## config.mk

```make
export PLATFORM = sky130hd
export DESIGN_NAME = eep_host_ctrl
export DESIGN_NICKNAME = d
export VERILOG_FILES = /design/src/rtl/eep_pkg.sv /design/src/rtl/eep_lockout.sv /design/src/rtl/eep_seq.sv /design/src/rtl/eep_host_ctrl.sv
export SDC_FILE = /design/constraint.sdc
export NUM_CORES = 1
export LEC_CHECK = 0
export BUFFER_PORTS_ARGS = -buffer_cell sky130_fd_sc_hd__buf_2
export CAP_MARGIN = 20
export CORE_UTILIZATION = 38
export DETAILED_ROUTE_END_ITERATION = 12
export GPL_TIMING_DRIVEN = 0
export PLACE_DENSITY = 0.61
export RECOVER_POWER = 50
export SYNTH_ARGS = -nofsm -noshare
export SYNTH_HDL_FRONTEND = slang
export SYNTH_HIERARCHICAL = 1
export SYNTH_SLANG_ARGS = --single-unit
```

## constraint.sdc

```tcl
create_clock -name clk -period 3.09 [get_ports clk]
set_input_delay 0.618 -clock clk [delete_from_list [all_inputs] [get_ports clk]]
set_output_delay 0.618 -clock clk [all_outputs]
set_load 0.02 [all_outputs]
```

## src/rtl/eep_pkg.sv

```systemverilog
package eep_pkg;

  typedef enum logic [2:0] {
    ST_IDLE,
    ST_READ,
    ST_TURN,
    ST_WLOW,
    ST_WGAP,
    ST_WEND,
    ST_PROG
  } eep_state_e;

  function automatic int unsigned max2(input int unsigned a, input int unsigned b);
    return (a > b) ? a : b;
  endfunction

  function automatic int unsigned max3(input int unsigned a, input int unsigned b,
                                       input int unsigned c);
    return max2(max2(a, b), c);
  endfunction

endpackage

```

## src/rtl/eep_lockout.sv

```systemverilog
module eep_lockout #(
  parameter int unsigned T_INIT = 2000000
) (
  input  logic clk,
  input  logic rst,
  output logic locked
);
  localparam int unsigned CW = $clog2(T_INIT + 2);

  logic [CW-1:0] cnt;

  always_ff @(posedge clk) begin
    if (rst) begin
      cnt <= '0;
    end else if (cnt != CW'(T_INIT)) begin
      cnt <= cnt + 1'b1;
    end
  end

  assign locked = (cnt != CW'(T_INIT));

endmodule

```

## src/rtl/eep_seq.sv

```systemverilog
module eep_seq
  import eep_pkg::*;
#(
  parameter int unsigned ADDR_W    = 15,
  parameter int unsigned DATA_W    = 8,
  parameter int unsigned T_ACC     = 40,
  parameter int unsigned T_TURN    = 10,
  parameter int unsigned WLOW      = 30,
  parameter int unsigned HIGH_MIN  = 1,
  parameter int unsigned T_BLC_MAX = 20000,
  parameter int unsigned T_WC      = 2000000
) (
  input  logic              clk,
  input  logic              rst,
  input  logic              locked,
  input  logic              cmd_valid,
  output logic              cmd_ready,
  input  logic              cmd_we,
  input  logic [ADDR_W-1:0] cmd_addr,
  input  logic [DATA_W-1:0] cmd_wdata,
  output logic              busy,
  output logic              rd_valid,
  output logic [DATA_W-1:0] rd_data,
  output logic              ee_ce_n,
  output logic              ee_oe_n,
  output logic              ee_we_n,
  output logic [ADDR_W-1:0] ee_addr,
  output logic [DATA_W-1:0] ee_dq_o,
  output logic              ee_dq_oe,
  input  logic [DATA_W-1:0] ee_dq_i
);
  localparam int unsigned CMAX = max3(max3(T_ACC, T_TURN, WLOW), T_BLC_MAX, T_WC);
  localparam int unsigned CW   = $clog2(CMAX + 1);

  eep_state_e    st;
  logic [CW-1:0] cnt;
  logic          take;
  logic          gap_done;

  assign gap_done = (st == ST_WGAP) && (cnt == CW'(HIGH_MIN - 1));

  always_comb begin
    cmd_ready = 1'b0;
    if (st == ST_IDLE)  cmd_ready = !(cmd_we && locked);
    else if (gap_done)  cmd_ready = cmd_we;
  end

  assign take = cmd_valid && cmd_ready;
  assign busy = locked || (st == ST_WEND) || (st == ST_PROG);

  always_ff @(posedge clk) begin
    if (rst) begin
      st       <= ST_IDLE;
      cnt      <= '0;
      ee_ce_n  <= 1'b1;
      ee_oe_n  <= 1'b1;
      ee_we_n  <= 1'b1;
      ee_dq_oe <= 1'b0;
      ee_addr  <= '0;
      ee_dq_o  <= '0;
      rd_valid <= 1'b0;
      rd_data  <= '0;
    end else begin
      rd_valid <= 1'b0;
      cnt      <= cnt + 1'b1;
      if (take) begin
        cnt     <= '0;
        ee_addr <= cmd_addr;
        ee_ce_n <= 1'b0;
        if (cmd_we) begin
          ee_we_n  <= 1'b0;
          ee_dq_o  <= cmd_wdata;
          ee_dq_oe <= 1'b1;
          st       <= ST_WLOW;
        end else begin
          ee_oe_n <= 1'b0;
          st      <= ST_READ;
        end
      end else begin
        case (st)
          ST_READ: if (cnt == CW'(T_ACC - 1)) begin
            rd_data  <= ee_dq_i;
            rd_valid <= 1'b1;
            ee_ce_n  <= 1'b1;
            ee_oe_n  <= 1'b1;
            cnt      <= '0;
            st       <= ST_TURN;
          end
          ST_TURN: if (cnt == CW'(T_TURN - 1)) st <= ST_IDLE;
          ST_WLOW: if (cnt == CW'(WLOW - 1)) begin
            ee_we_n  <= 1'b1;
            ee_ce_n  <= 1'b1;
            ee_dq_oe <= 1'b0;
            cnt      <= '0;
            st       <= ST_WGAP;
          end
          ST_WGAP: if (gap_done) st <= ST_WEND;
          ST_WEND: if (cnt == CW'(T_BLC_MAX - 1)) begin
            cnt <= '0;
            st  <= ST_PROG;
          end
          ST_PROG: if (cnt == CW'(T_WC - 1)) st <= ST_IDLE;
          default: st <= ST_IDLE;
        endcase
      end
    end
  end

endmodule

```

## src/rtl/eep_host_ctrl.sv

```systemverilog
module eep_host_ctrl
  import eep_pkg::*;
#(
  parameter int unsigned ADDR_W    = 15,
  parameter int unsigned DATA_W    = 8,
  parameter int unsigned T_ACC     = 40,
  parameter int unsigned T_TURN    = 10,
  parameter int unsigned T_WP      = 30,
  parameter int unsigned T_DS      = 10,
  parameter int unsigned T_AH      = 20,
  parameter int unsigned T_BLC_MIN = 30,
  parameter int unsigned T_BLC_MAX = 20000,
  parameter int unsigned T_WC      = 2000000,
  parameter int unsigned T_INIT    = 2000000
) (
  input  logic              clk,
  input  logic              rst,
  input  logic              cmd_valid,
  output logic              cmd_ready,
  input  logic              cmd_we,
  input  logic [ADDR_W-1:0] cmd_addr,
  input  logic [DATA_W-1:0] cmd_wdata,
  output logic              busy,
  output logic              rd_valid,
  output logic [DATA_W-1:0] rd_data,
  output logic              ee_ce_n,
  output logic              ee_oe_n,
  output logic              ee_we_n,
  output logic [ADDR_W-1:0] ee_addr,
  output logic [DATA_W-1:0] ee_dq_o,
  output logic              ee_dq_oe,
  input  logic [DATA_W-1:0] ee_dq_i
);
  localparam int unsigned WLOW     = max3(T_WP, T_AH, T_DS);
  localparam int unsigned HIGH_MIN = (T_BLC_MIN > WLOW + 1) ? (T_BLC_MIN - WLOW) : 1;

  logic locked;

  eep_lockout #(.T_INIT(T_INIT)) lock_i (
    .clk    (clk),
    .rst    (rst),
    .locked (locked)
  );

  eep_seq #(
    .ADDR_W    (ADDR_W),
    .DATA_W    (DATA_W),
    .T_ACC     (T_ACC),
    .T_TURN    (T_TURN),
    .WLOW      (WLOW),
    .HIGH_MIN  (HIGH_MIN),
    .T_BLC_MAX (T_BLC_MAX),
    .T_WC      (T_WC)
  ) seq_i (
    .clk       (clk),
    .rst       (rst),
    .locked    (locked),
    .cmd_valid (cmd_valid),
    .cmd_ready (cmd_ready),
    .cmd_we    (cmd_we),
    .cmd_addr  (cmd_addr),
    .cmd_wdata (cmd_wdata),
    .busy      (busy),
    .rd_valid  (rd_valid),
    .rd_data   (rd_data),
    .ee_ce_n   (ee_ce_n),
    .ee_oe_n   (ee_oe_n),
    .ee_we_n   (ee_we_n),
    .ee_addr   (ee_addr),
    .ee_dq_o   (ee_dq_o),
    .ee_dq_oe  (ee_dq_oe),
    .ee_dq_i   (ee_dq_i)
  );

endmodule

```

## After elaboration in Yosys (flattened, before gate mapping)

Index checks and enable logic that the tools add are counted.

| operators by class | value |
|---|---|
| equality and inequality tests | 20 |
| bitwise operators | 2 |
| multiplexer cells | 30 |
| reductions and logical operators | 21 |
| add/sub/neg operators | 2 |

Operators by type and width:

| cell | number |
|---|---|
| 21-bit two-way mux | 3 |
| 21-bit one-hot mux with 3 select lines | 1 |
| 21-bit by 1-bit adder with 21-bit output (second input constant) | 2 |
| 21-bit by 15-bit == test with 1-bit output (second input constant) | 1 |
| 21-bit == test (second input constant) | 1 |
| 21-bit by 4-bit == test with 1-bit output (second input constant) | 1 |
| 21-bit by 5-bit == test with 1-bit output (second input constant) | 1 |
| 21-bit by 6-bit == test with 1-bit output (second input constant) | 1 |
| 21-bit logical NOT | 1 |
| 3-bit two-way mux | 7 |
| 21-bit inequality test (second input constant) | 1 |
| 3-bit one-hot mux with 6 select lines | 1 |
| 1-bit two-way mux | 16 |
| 3-bit by 1-bit inequality test with 1-bit output (second input constant) | 4 |
| 3-bit AND reduction | 4 |
| 3-bit == test (second input constant) | 3 |
| 2-bit nonzero test | 4 |
| 3-bit by 2-bit == test with 1-bit output (second input constant) | 2 |
| 3-bit by 2-bit inequality test with 1-bit output (second input constant) | 2 |
| 6-bit AND reduction | 1 |
| 2-bit inequality test (second input constant) | 2 |
| 3-bit by 1-bit == test with 1-bit output (second input constant) | 1 |
| 1-bit logical AND | 3 |
| 3-bit logical NOT | 1 |
| other kinds (9) | 11 |

| storage, ports and cells | value |
|---|---|
| logic and storage cells | 86 |
| register bits | 81 |

## Logic depth before layout (Yosys ltp)

Gate-level depths: netlist of the first run.

| logic depth | value |
|---|---|
| word-level depth | 7 |
| depth in mapped cells | 12 |

## Hierarchy

The synthesis of the first run kept the hierarchy.

By module, submodules not included:

| module | cells an instance | times used | area each (um2) | sequential area each (um2) |
|---|---|---|---|---|
| eep_seq | 294 | 1 | 2,716.4 | 1,201.2 |
| eep_lockout | 119 | 1 | 1,037.2 | 420.4 |

## Worst setup path before layout of the first run

Ideal clock, no wire load.

| timing | value |
|---|---|
| kind | register to register |
| start | register lock_i.cnt[2] |
| end | register seq_i.ee_addr[10] |
| setup slack | 0.820 ns |
| stages on the path, launching flop included | 12 |
| arrival time | 2.143 ns |
| cells stage by stage | dfxtp_1 > nor4b_1 > nand4_1 > nor3_1 > inv_1 > nand2_1 > nand3_1 > o21ai_1 > buf_2 > buf_4 > mux2i_1 > nor2_1 |

| on the way | value |
|---|---|
| cells in the longest elaborated chain, start to end | 5 |

RTL lines:

| what | RTL line | RTL |
|---|---|---|
| start, declared | eep_lockout.sv:10 | `logic [CW-1:0] cnt;` |
| start signal, assigned | eep_lockout.sv:16 | `cnt <= cnt + 1'b1;` |
| 21-bit inequality test | eep_lockout.sv:20 | `assign locked = (cnt != CW'(T_INIT));` |
| net locked | eep_host_ctrl.sv:37 | `logic locked;` |
| 1-bit logical AND | eep_seq.sv:44 | `if (st == ST_IDLE) cmd_ready = !(cmd_we && locked);` |
| 1-bit logical NOT | eep_seq.sv:44 |  |
| 1-bit two-way mux | eep_seq.sv:44 |  |
| 1-bit logical AND | eep_seq.sv:48 | `assign take = cmd_valid && cmd_ready;` |
| end signal, assigned | eep_seq.sv:68 | `ee_addr <= cmd_addr;` |
| end, declared | eep_seq.sv:27 | `output logic [ADDR_W-1:0] ee_addr,` |

The timed path passes the listed nets, and every way through them passes these cells.
A chain may end at the register's enable or synchronous reset.

## Final worst setup path of the first run

| timing | value |
|---|---|
| start | register lock_i.cnt[12] |
| end | output cmd_ready |

| on the way | value |
|---|---|
| cells in the longest elaborated chain, start to end | 4 |

RTL lines:

| what | RTL line | RTL |
|---|---|---|
| 21-bit inequality test | eep_lockout.sv:20 |  |
| net locked | eep_host_ctrl.sv:37 |  |
| 1-bit logical AND | eep_seq.sv:44 |  |
| 1-bit logical NOT | eep_seq.sv:44 |  |
| 1-bit two-way mux | eep_seq.sv:44 |  |
| end, declared | eep_host_ctrl.sv:19 | `output logic cmd_ready,` |

The timed path passes the listed nets, and every way through them passes these cells.

==> flow_results.xml, run 1 <==
<?xml version="1.0" encoding="UTF-8"?>
<metrics>
  <group name="sta">
    <metric name="final-setup-viol-count" unit="">0</metric>
    <metric name="final.setup.tns" unit="ns">0</metric>
    <metric name="fin_hold_ws" unit="ns">0.472</metric>
    <metric name="final-hold-violation-count" unit="">0</metric>
    <metric name="max_slew_margin" unit="%">57.8</metric>
    <metric name="worst_clock_skew" unit="ns">0.0123</metric>
    <metric name="rsz0062_at_grt" unit="">false</metric>
    <metric name="max_frequency" unit="MHz">356</metric>
    <metric name="worst_slew_pin_slew" unit="ns">0.628</metric>
    <metric name="max_slew_violation_total_from_the_final_report" unit="">0</metric>
    <metric name="finalCritPeriodShare" unit="%">91.0</metric>
    <metric name="timing.final.crit_period" unit="ns">2.81</metric>
  </group>
  <group name="setup_path">
    <metric name="rrSetupSlack" unit="ns">0.39</metric>
    <metric name="startpoint_type" unit="">register</metric>
    <metric name="critical_path_cell_count" unit="">7</metric>
    <metric name="worst_path_dominant_cell_family" unit="">simple AND/OR/NAND/NOR gates</metric>
    <metric name="crit_slowest_cell" unit="">nor4b_1</metric>
    <metric name="critPathLaunch" unit="">lock_i/cnt[12]</metric>
    <metric name="timing.critical_path.to_type" unit="">output pin</metric>
    <metric name="path_max_fanout" unit="">5</metric>
    <metric name="worstPathCellList" unit="">nor4b_1, nand4_1, nor3_2, inv_1, nand2_1, a22o_1, buf_2</metric>
    <metric name="r2r_end" unit="">seq_i/ee_addr[5]</metric>
    <metric name="critPathKind" unit="">reg -&gt; out</metric>
    <metric name="worst_r2r_path_depth" unit="">11</metric>
    <metric name="crit_buf_inv" unit="">2</metric>
    <metric name="worst_setup_path_endpoint" unit="">cmd_ready</metric>
    <metric name="crit_required" unit="ns">2.47</metric>
    <metric name="crit-reg2reg-launch" unit="">lock_i/cnt[12]</metric>
    <metric name="worst_ep_arrival_time" unit="ns">2.19</metric>
    <metric name="critical_path.max_stage_delay" unit="ns">0.41</metric>
  </group>
  <group name="power_and_ir_drop">
    <metric name="irDropWorstVdd" unit="mV">0.247</metric>
    <metric name="power.density" unit="nW/um2">461</metric>
    <metric name="leakage" unit="uW">0.00161</metric>
  </group>
  <group name="cells_and_area">
    <metric name="layout.cell_area.non_filler" unit="um2">4420</metric>
    <metric name="antenna-diode-count" unit="">0</metric>
    <metric name="flow.area_growth_from_synthesis" unit="%">17.8</metric>
    <metric name="drive_gt1_share" unit="%">14.4</metric>
    <metric name="most_frequent_cells_in_the_layout" unit="">dfxtp_1 (81), nor2_1 (76), clkbuf_1 (45)</metric>
    <metric name="layout_commonest_cell" unit="">dfxtp_1</metric>
    <metric name="final_nets" unit="">536</metric>
  </group>
  <group name="grt">
    <metric name="global_route_wire_length_before_repair" unit="um">13500</metric>
    <metric name="grt_antenna_before_repair" unit="">0</metric>
    <metric name="grt_overflow" unit="">0</metric>
    <metric name="grt_start_max_net_pins" unit="">17</metric>
    <metric name="grt_pass1_vias" unit="">2957</metric>
    <metric name="grt_use_total" unit="%">16.6</metric>
  </group>
  <group name="floorplan">
    <metric name="fp.coreArea" unit="um2">9420</metric>
    <metric name="dieArea" unit="um2">10300</metric>
    <metric name="placement_rows" unit="">35</metric>
    <metric name="dieWidth" unit="um">101</metric>
    <metric name="die_y" unit="um">101</metric>
    <metric name="floorplan.initialDensity" unit="%">39.9</metric>
    <metric name="ioPinCount" unit="">73</metric>
  </group>
  <group name="yosys">
    <metric name="area_of_the_mapped_netlist" unit="um2">3750</metric>
    <metric name="postSynth.asyncResetShare" unit="%">0</metric>
    <metric name="yosysWarnings" unit="">6</metric>
    <metric name="post-synth-top-area-cell" unit="">dfxtp_1</metric>
    <metric name="top_post_synthesis_cells_by_area" unit="">dfxtp_1 (43%), mux2i_1 (8.5%), nor2_1 (7.6%), xnor2_1 (3.7%), xor2_1 (3.0%)</metric>
    <metric name="synthesis.instances" unit="">413</metric>
    <metric name="mappedNetlistNets" unit="">453</metric>
    <metric name="yosys_most_used_dff" unit="">dfxtp_1</metric>
    <metric name="synth.avg_cell_area" unit="um2">9.09</metric>
    <metric name="synth_edf_count" unit="">0</metric>
    <metric name="yosysSeqAreaShare" unit="%">43.2</metric>
    <metric name="synth.distinct_cells" unit="">58</metric>
    <metric name="yosys_register_bits" unit="">81</metric>
    <metric name="yosysTopAreaCellShare" unit="%">43.2</metric>
  </group>
  <group name="cts">
    <metric name="clock_tree.root_cell" unit="">clkbuf_8</metric>
    <metric name="post_cts_resize_count" unit="">0</metric>
    <metric name="postCtsSetupRepairBufs" unit="">0</metric>
    <metric name="numCtsBuffers" unit="">9</metric>
    <metric name="max-clock-path-buffers" unit="">2</metric>
    <metric name="cts.htree.levels" unit="">3</metric>
    <metric name="hold_buffers" unit="">0</metric>
    <metric name="path_clk_slew" unit="ns">0.09</metric>
    <metric name="insertion_delay_to_the_later_sink_of_the_worst_skew_pair" unit="ns">0.35</metric>
    <metric name="numClockSinks" unit="">81</metric>
    <metric name="cts_tree" unit="">done</metric>
  </group>
  <group name="routing">
    <metric name="drt_pass1_iterations" unit="">4</metric>
    <metric name="num_vias" unit="">3125</metric>
    <metric name="detail_route.drc_violations" unit="">0</metric>
    <metric name="detail_route.iter0.violations" unit="">107</metric>
    <metric name="detail-route-antenna-nets" unit="">0</metric>
    <metric name="detail_route.wirelength" unit="um">7960</metric>
    <metric name="drt-wirelength-per-cell" unit="um">12.6</metric>
    <metric name="average_vias_per_placed_instance" unit="">4.96</metric>
  </group>
  <group name="place">
    <metric name="placed_area" unit="um2">4280</metric>
    <metric name="placement.io_buffers" unit="">72</metric>
    <metric name="gpl.final_weighted_congestion" unit="">0.798</metric>
    <metric name="post-dp-hpwl" unit="um">5860</metric>
  </group>
  <group name="min_path">
    <metric name="min-delay-start" unit="">seq_i/ee_oe_n</metric>
    <metric name="hold_class" unit="">reg -&gt; reg</metric>
  </group>
  <group name="flow_run">
    <metric name="max_cap_violations" unit="">0</metric>
  </group>
  <group name="outcome">
    <metric name="outcome" unit="">completed</metric>
  </group>
</metrics>
==> sequential cells by signal, indices dropped and copies added, names as in the netlist <==
register	flops
lock_i/cnt	21
seq_i/cnt	21
seq_i/ee_addr	15
seq_i/ee_ce_n	1
seq_i/ee_dq_o	8
seq_i/ee_dq_oe	1
seq_i/ee_oe_n	1
seq_i/ee_we_n	1
seq_i/rd_data	8
seq_i/rd_valid	1
seq_i/st	3
==> cell families after synthesis <==
kind of cell,synth area share [%]
and+or+nand+nor,27.6
DFF,43.2
AOI/OAI and AO/OA,5.90
muxes,9.13
buffers and inverters,5.77
xor gates and xnor gates,6.77
adders and majority gates,1.67
==> where the power goes <==
part           leakage [uW]  internal [uW]  total [uW]  switching, uW
clock network      0.000108            392         811            419
logic              0.000844           63.4         149           86.0
registers          0.000656           1060        1080           14.3
==> worst min-delay path by stage <==
stage	end	cells past startpoint
3_3_place_gp	seq_i/ee_oe_n	1
4_1_cts	seq_i/ee_oe_n	1
6_report	seq_i/ee_oe_n	1
3_5_place_dp	seq_i/ee_oe_n	1
2_1_floorplan	lock_i/cnt[20]	2
5_1_grt	seq_i/ee_addr[14]	3
==> synthesized netlist by cell type (5+ instances only) <==
master,count
inv_1,11
buf_6,6
a21oi_1,9
and3_1,7
xnor2_1,16
or4_1,8
o31ai_1,5
nand4_1,10
nand3_1,17
mux2i_1,32
dfxtp_1,81
nand2_1,21
clkbuf_1,5
ha_1,5
nor3_1,13
nor4_1,7
xor2_1,13
o21ai_0,8
nor2_1,76
==> worst register-to-register path, delay by kind of cell (launching register included) <==
kind / cells / cell delay [ns]
and+or+nand+nor: 6 / 1.16
muxes: 1 / 0.24
AOI/OAI and AO/OA: 1 / 0.09
DFF: 1 / 0.36
buffers and inverters: 3 / 0.72
==> metrics by stage <==
stage,cells,power [uW],util (%),worst slack (ns)
after floorplan,413,1200,-,0.820
after global placement,614,1250,45.4,0.265
after detailed placement,614,1260,45.4,0.225
after CTS,630,2070,47.6,0.0485
after global routing,630,2130,47.0,0.0586
final,630,2040,47.0,0.279
==> routing by layer <==
metal	GRT usage (%)	share of wire, %	up-vias
met5	0	0	-
met3	4.42	5.3	4
met2	27.3	45	85
met1	21.2	49	1428
li1	-	-	1608
met4	5.13	0.64	0
==> final cells by class <==
type | count | area (um2)
fill | 930 | 4990
multi-input combinational | 300 | 1910
sequential | 81 | 1620
timing repair buffer | 72 | 314
buffer | 20 | 163
tap | 129 | 161
clock buffer | 9 | 124
clock inverter | 7 | 83.8
inverter | 12 | 45.0
Power figures use the tool's default switching activity.
==> inputs of run 2 (changes only) <==
--- a/config.mk
+++ b/config.mk
@@ -11,7 +11,6 @@
 export DETAILED_ROUTE_END_ITERATION = 12
 export GPL_TIMING_DRIVEN = 0
 export PLACE_DENSITY = 0.61
-export RECOVER_POWER = 50
 export SYNTH_ARGS = -nofsm -noshare
 export SYNTH_HDL_FRONTEND = slang
 export SYNTH_HIERARCHICAL = 1
==> run 2 against run 1 <==
  * Register-to-register slack about the same
  * Via count up 0.16%
  * Critical path type unchanged
  * Highest routed layer unchanged
  * Largest cell class unchanged
  * First-iteration DRC count up 8.4%
==> flow_results.xml, run 2 (synthesis gave the netlist of run 1 again) <==
<?xml version="1.0" encoding="UTF-8"?>
<metrics>
  <group name="setup_path">
    <metric name="crit_buf_inv" unit="">2</metric>
    <metric name="crit_slowest_cell" unit="">nor4b_1</metric>
    <metric name="worstPathCellList" unit="">nor4b_1, nand4_1, nor3_2, inv_1, nand2_1, a22o_1, buf_2</metric>
    <metric name="startpoint_type" unit="">register</metric>
    <metric name="critical_path.max_stage_delay" unit="ns">0.40</metric>
    <metric name="timing.critical_path.to_type" unit="">output pin</metric>
    <metric name="worst_ep_arrival_time" unit="ns">2.19</metric>
    <metric name="crit_required" unit="ns">2.47</metric>
    <metric name="path_max_fanout" unit="">5</metric>
    <metric name="worst_path_dominant_cell_family" unit="">simple AND/OR/NAND/NOR gates</metric>
    <metric name="critPathKind" unit="">reg -&gt; out</metric>
  </group>
  <group name="cells_and_area">
    <metric name="final_nets" unit="">536</metric>
    <metric name="flow.area_growth_from_synthesis" unit="%">19.6</metric>
    <metric name="finalCoreUtilization" unit="%">47.7</metric>
    <metric name="final_cells" unit="">630</metric>
    <metric name="most_frequent_cells_in_the_layout" unit="">dfxtp_1 (81), buf_2 (76), nor2_1 (76)</metric>
    <metric name="layout_top_registers" unit="">lock_i/cnt x21, seq_i/cnt x21, seq_i/ee_addr x15</metric>
    <metric name="layout_commonest_cell" unit="">dfxtp_1</metric>
    <metric name="drive_gt1_share" unit="%">22.8</metric>
    <metric name="antenna-diode-count" unit="">0</metric>
  </group>
  <group name="sta">
    <metric name="worst_clock_skew" unit="ns">0.0119</metric>
    <metric name="max_frequency" unit="MHz">357</metric>
    <metric name="rsz0062_at_grt" unit="">false</metric>
    <metric name="final-setup-viol-count" unit="">0</metric>
    <metric name="timing.final.crit_period" unit="ns">2.80</metric>
    <metric name="postLayoutSetupSlackWorst" unit="ns">0.286</metric>
    <metric name="finalCritPeriodShare" unit="%">90.7</metric>
    <metric name="worst_slew_pin_slew" unit="ns">0.619</metric>
    <metric name="max_slew_violation_total_from_the_final_report" unit="">0</metric>
    <metric name="final-hold-violation-count" unit="">0</metric>
    <metric name="max_slew_margin" unit="%">58.4</metric>
    <metric name="fin_hold_ws" unit="ns">0.471</metric>
    <metric name="final.setup.tns" unit="ns">0</metric>
  </group>
  <group name="floorplan">
    <metric name="placement_rows" unit="">35</metric>
    <metric name="floorplan.initialDensity" unit="%">39.9</metric>
    <metric name="dieWidth" unit="um">101</metric>
    <metric name="die_y" unit="um">101</metric>
    <metric name="ioPinCount" unit="">73</metric>
    <metric name="fp.coreArea" unit="um2">9420</metric>
    <metric name="dieArea" unit="um2">10300</metric>
  </group>
  <group name="grt">
    <metric name="grt_pass1_vias" unit="">2957</metric>
    <metric name="grt_use_total" unit="%">16.6</metric>
    <metric name="grt_overflow" unit="">0</metric>
    <metric name="grt_antenna_before_repair" unit="">0</metric>
    <metric name="global_route_wire_length_before_repair" unit="um">13500</metric>
    <metric name="grt_start_max_net_pins" unit="">17</metric>
  </group>
  <group name="routing">
    <metric name="detail_route.iter0.violations" unit="">116</metric>
    <metric name="drt-wirelength-per-cell" unit="um">12.7</metric>
    <metric name="detail_route.wirelength" unit="um">8010</metric>
    <metric name="num_vias" unit="">3130</metric>
    <metric name="drt_pass1_iterations" unit="">4</metric>
    <metric name="detail_route.drc_violations" unit="">0</metric>
    <metric name="average_vias_per_placed_instance" unit="">4.97</metric>
    <metric name="detail-route-antenna-nets" unit="">0</metric>
  </group>
  <group name="place">
    <metric name="post-place-ws" unit="ns">0.225</metric>
    <metric name="placement.io_buffers" unit="">72</metric>
    <metric name="post-dp-hpwl" unit="um">5860</metric>
    <metric name="placed_cells" unit="">614</metric>
    <metric name="gpl.final_weighted_congestion" unit="">0.798</metric>
  </group>
  <group name="power_and_ir_drop">
    <metric name="irDropWorstVdd" unit="mV">0.247</metric>
    <metric name="leakage" unit="uW">0.00177</metric>
    <metric name="power.density" unit="nW/um2">455</metric>
  </group>
  <group name="cts">
    <metric name="insertion_delay_to_the_later_sink_of_the_worst_skew_pair" unit="ns">0.35</metric>
    <metric name="postCtsSetupRepairBufs" unit="">0</metric>
    <metric name="max-clock-path-buffers" unit="">2</metric>
    <metric name="hold_buffers" unit="">0</metric>
    <metric name="path_clk_slew" unit="ns">0.09</metric>
    <metric name="cts_tree" unit="">done</metric>
    <metric name="cts.htree.levels" unit="">3</metric>
    <metric name="post_cts_resize_count" unit="">0</metric>
    <metric name="numCtsBuffers" unit="">9</metric>
    <metric name="clock_tree.root_cell" unit="">clkbuf_8</metric>
    <metric name="numClockSinks" unit="">81</metric>
  </group>
  <group name="min_path">
    <metric name="hold_class" unit="">reg -&gt; reg</metric>
  </group>
  <group name="outcome">
    <metric name="outcome" unit="">completed</metric>
  </group>
  <group name="flow_run">
    <metric name="max_cap_violations" unit="">0</metric>
  </group>
</metrics>
run 2: cell count changes in the layout (fill, tap and decap cells not counted):
cell,before,now
buf_2,38,76
clkbuf_1,45,5
buf_6,5,6
nand3_1,18,17
or4_1,9,8
buf_1,0,1
or4_4,2,3
and4_2,0,1
and4_1,5,4
nand3_2,0,1
run 2: area by class of cell:
class | count | area (um2)
fill | 899 | 4930
multi-input combinational | 300 | 1920
sequential | 81 | 1620
timing repair buffer | 72 | 360
buffer | 20 | 171
tap | 129 | 161
clock buffer | 9 | 124
clock inverter | 7 | 83.8
inverter | 12 | 45.0
run 2: through the flow:
step	area, um2	total power (uW)
after floorplan	3750	1200
after global placement	4280	1250
after detailed placement	4280	1260
after CTS	4480	2070
after global routing	4490	2130
final	4490	2040
run 2: path summary, 6_finish.rpt:
kind,from,to,slack (ns),cells after the start
worst max-delay path,lock_i/cnt[12],cmd_ready,0.29,7
worst min-delay path,seq_i/ee_oe_n,seq_i/ee_oe_n,0.47,1
worst max register to register,lock_i/cnt[12],seq_i/ee_addr[5],0.40,11
worst min register to register,seq_i/ee_oe_n,seq_i/ee_oe_n,0.47,1
run 2: metal layers:
layer | global-route usage [%] | wire [um] | up-vias
met3 | 4.42 | 456 | 4
met2 | 27.3 | 3610 | 88
met5 | 0 | 0 | -
met1 | 21.2 | 3900 | 1430
li1 | - | - | 1608
met4 | 5.13 | 51 | 0
run 2: power breakdown:
| part | internal [uW] | leakage (uW) | switching (uW) | total, uW |
|---|---|---|---|---|
| Combinational | 67.1 | 0.00100 | 86.2 | 153 |
| Clock | 392 | 0.000108 | 419 | 811 |
| Sequential | 1060 | 0.000656 | 14.1 | 1080 |
| Total | 1520 | 0.00177 | 520 | 2040 |
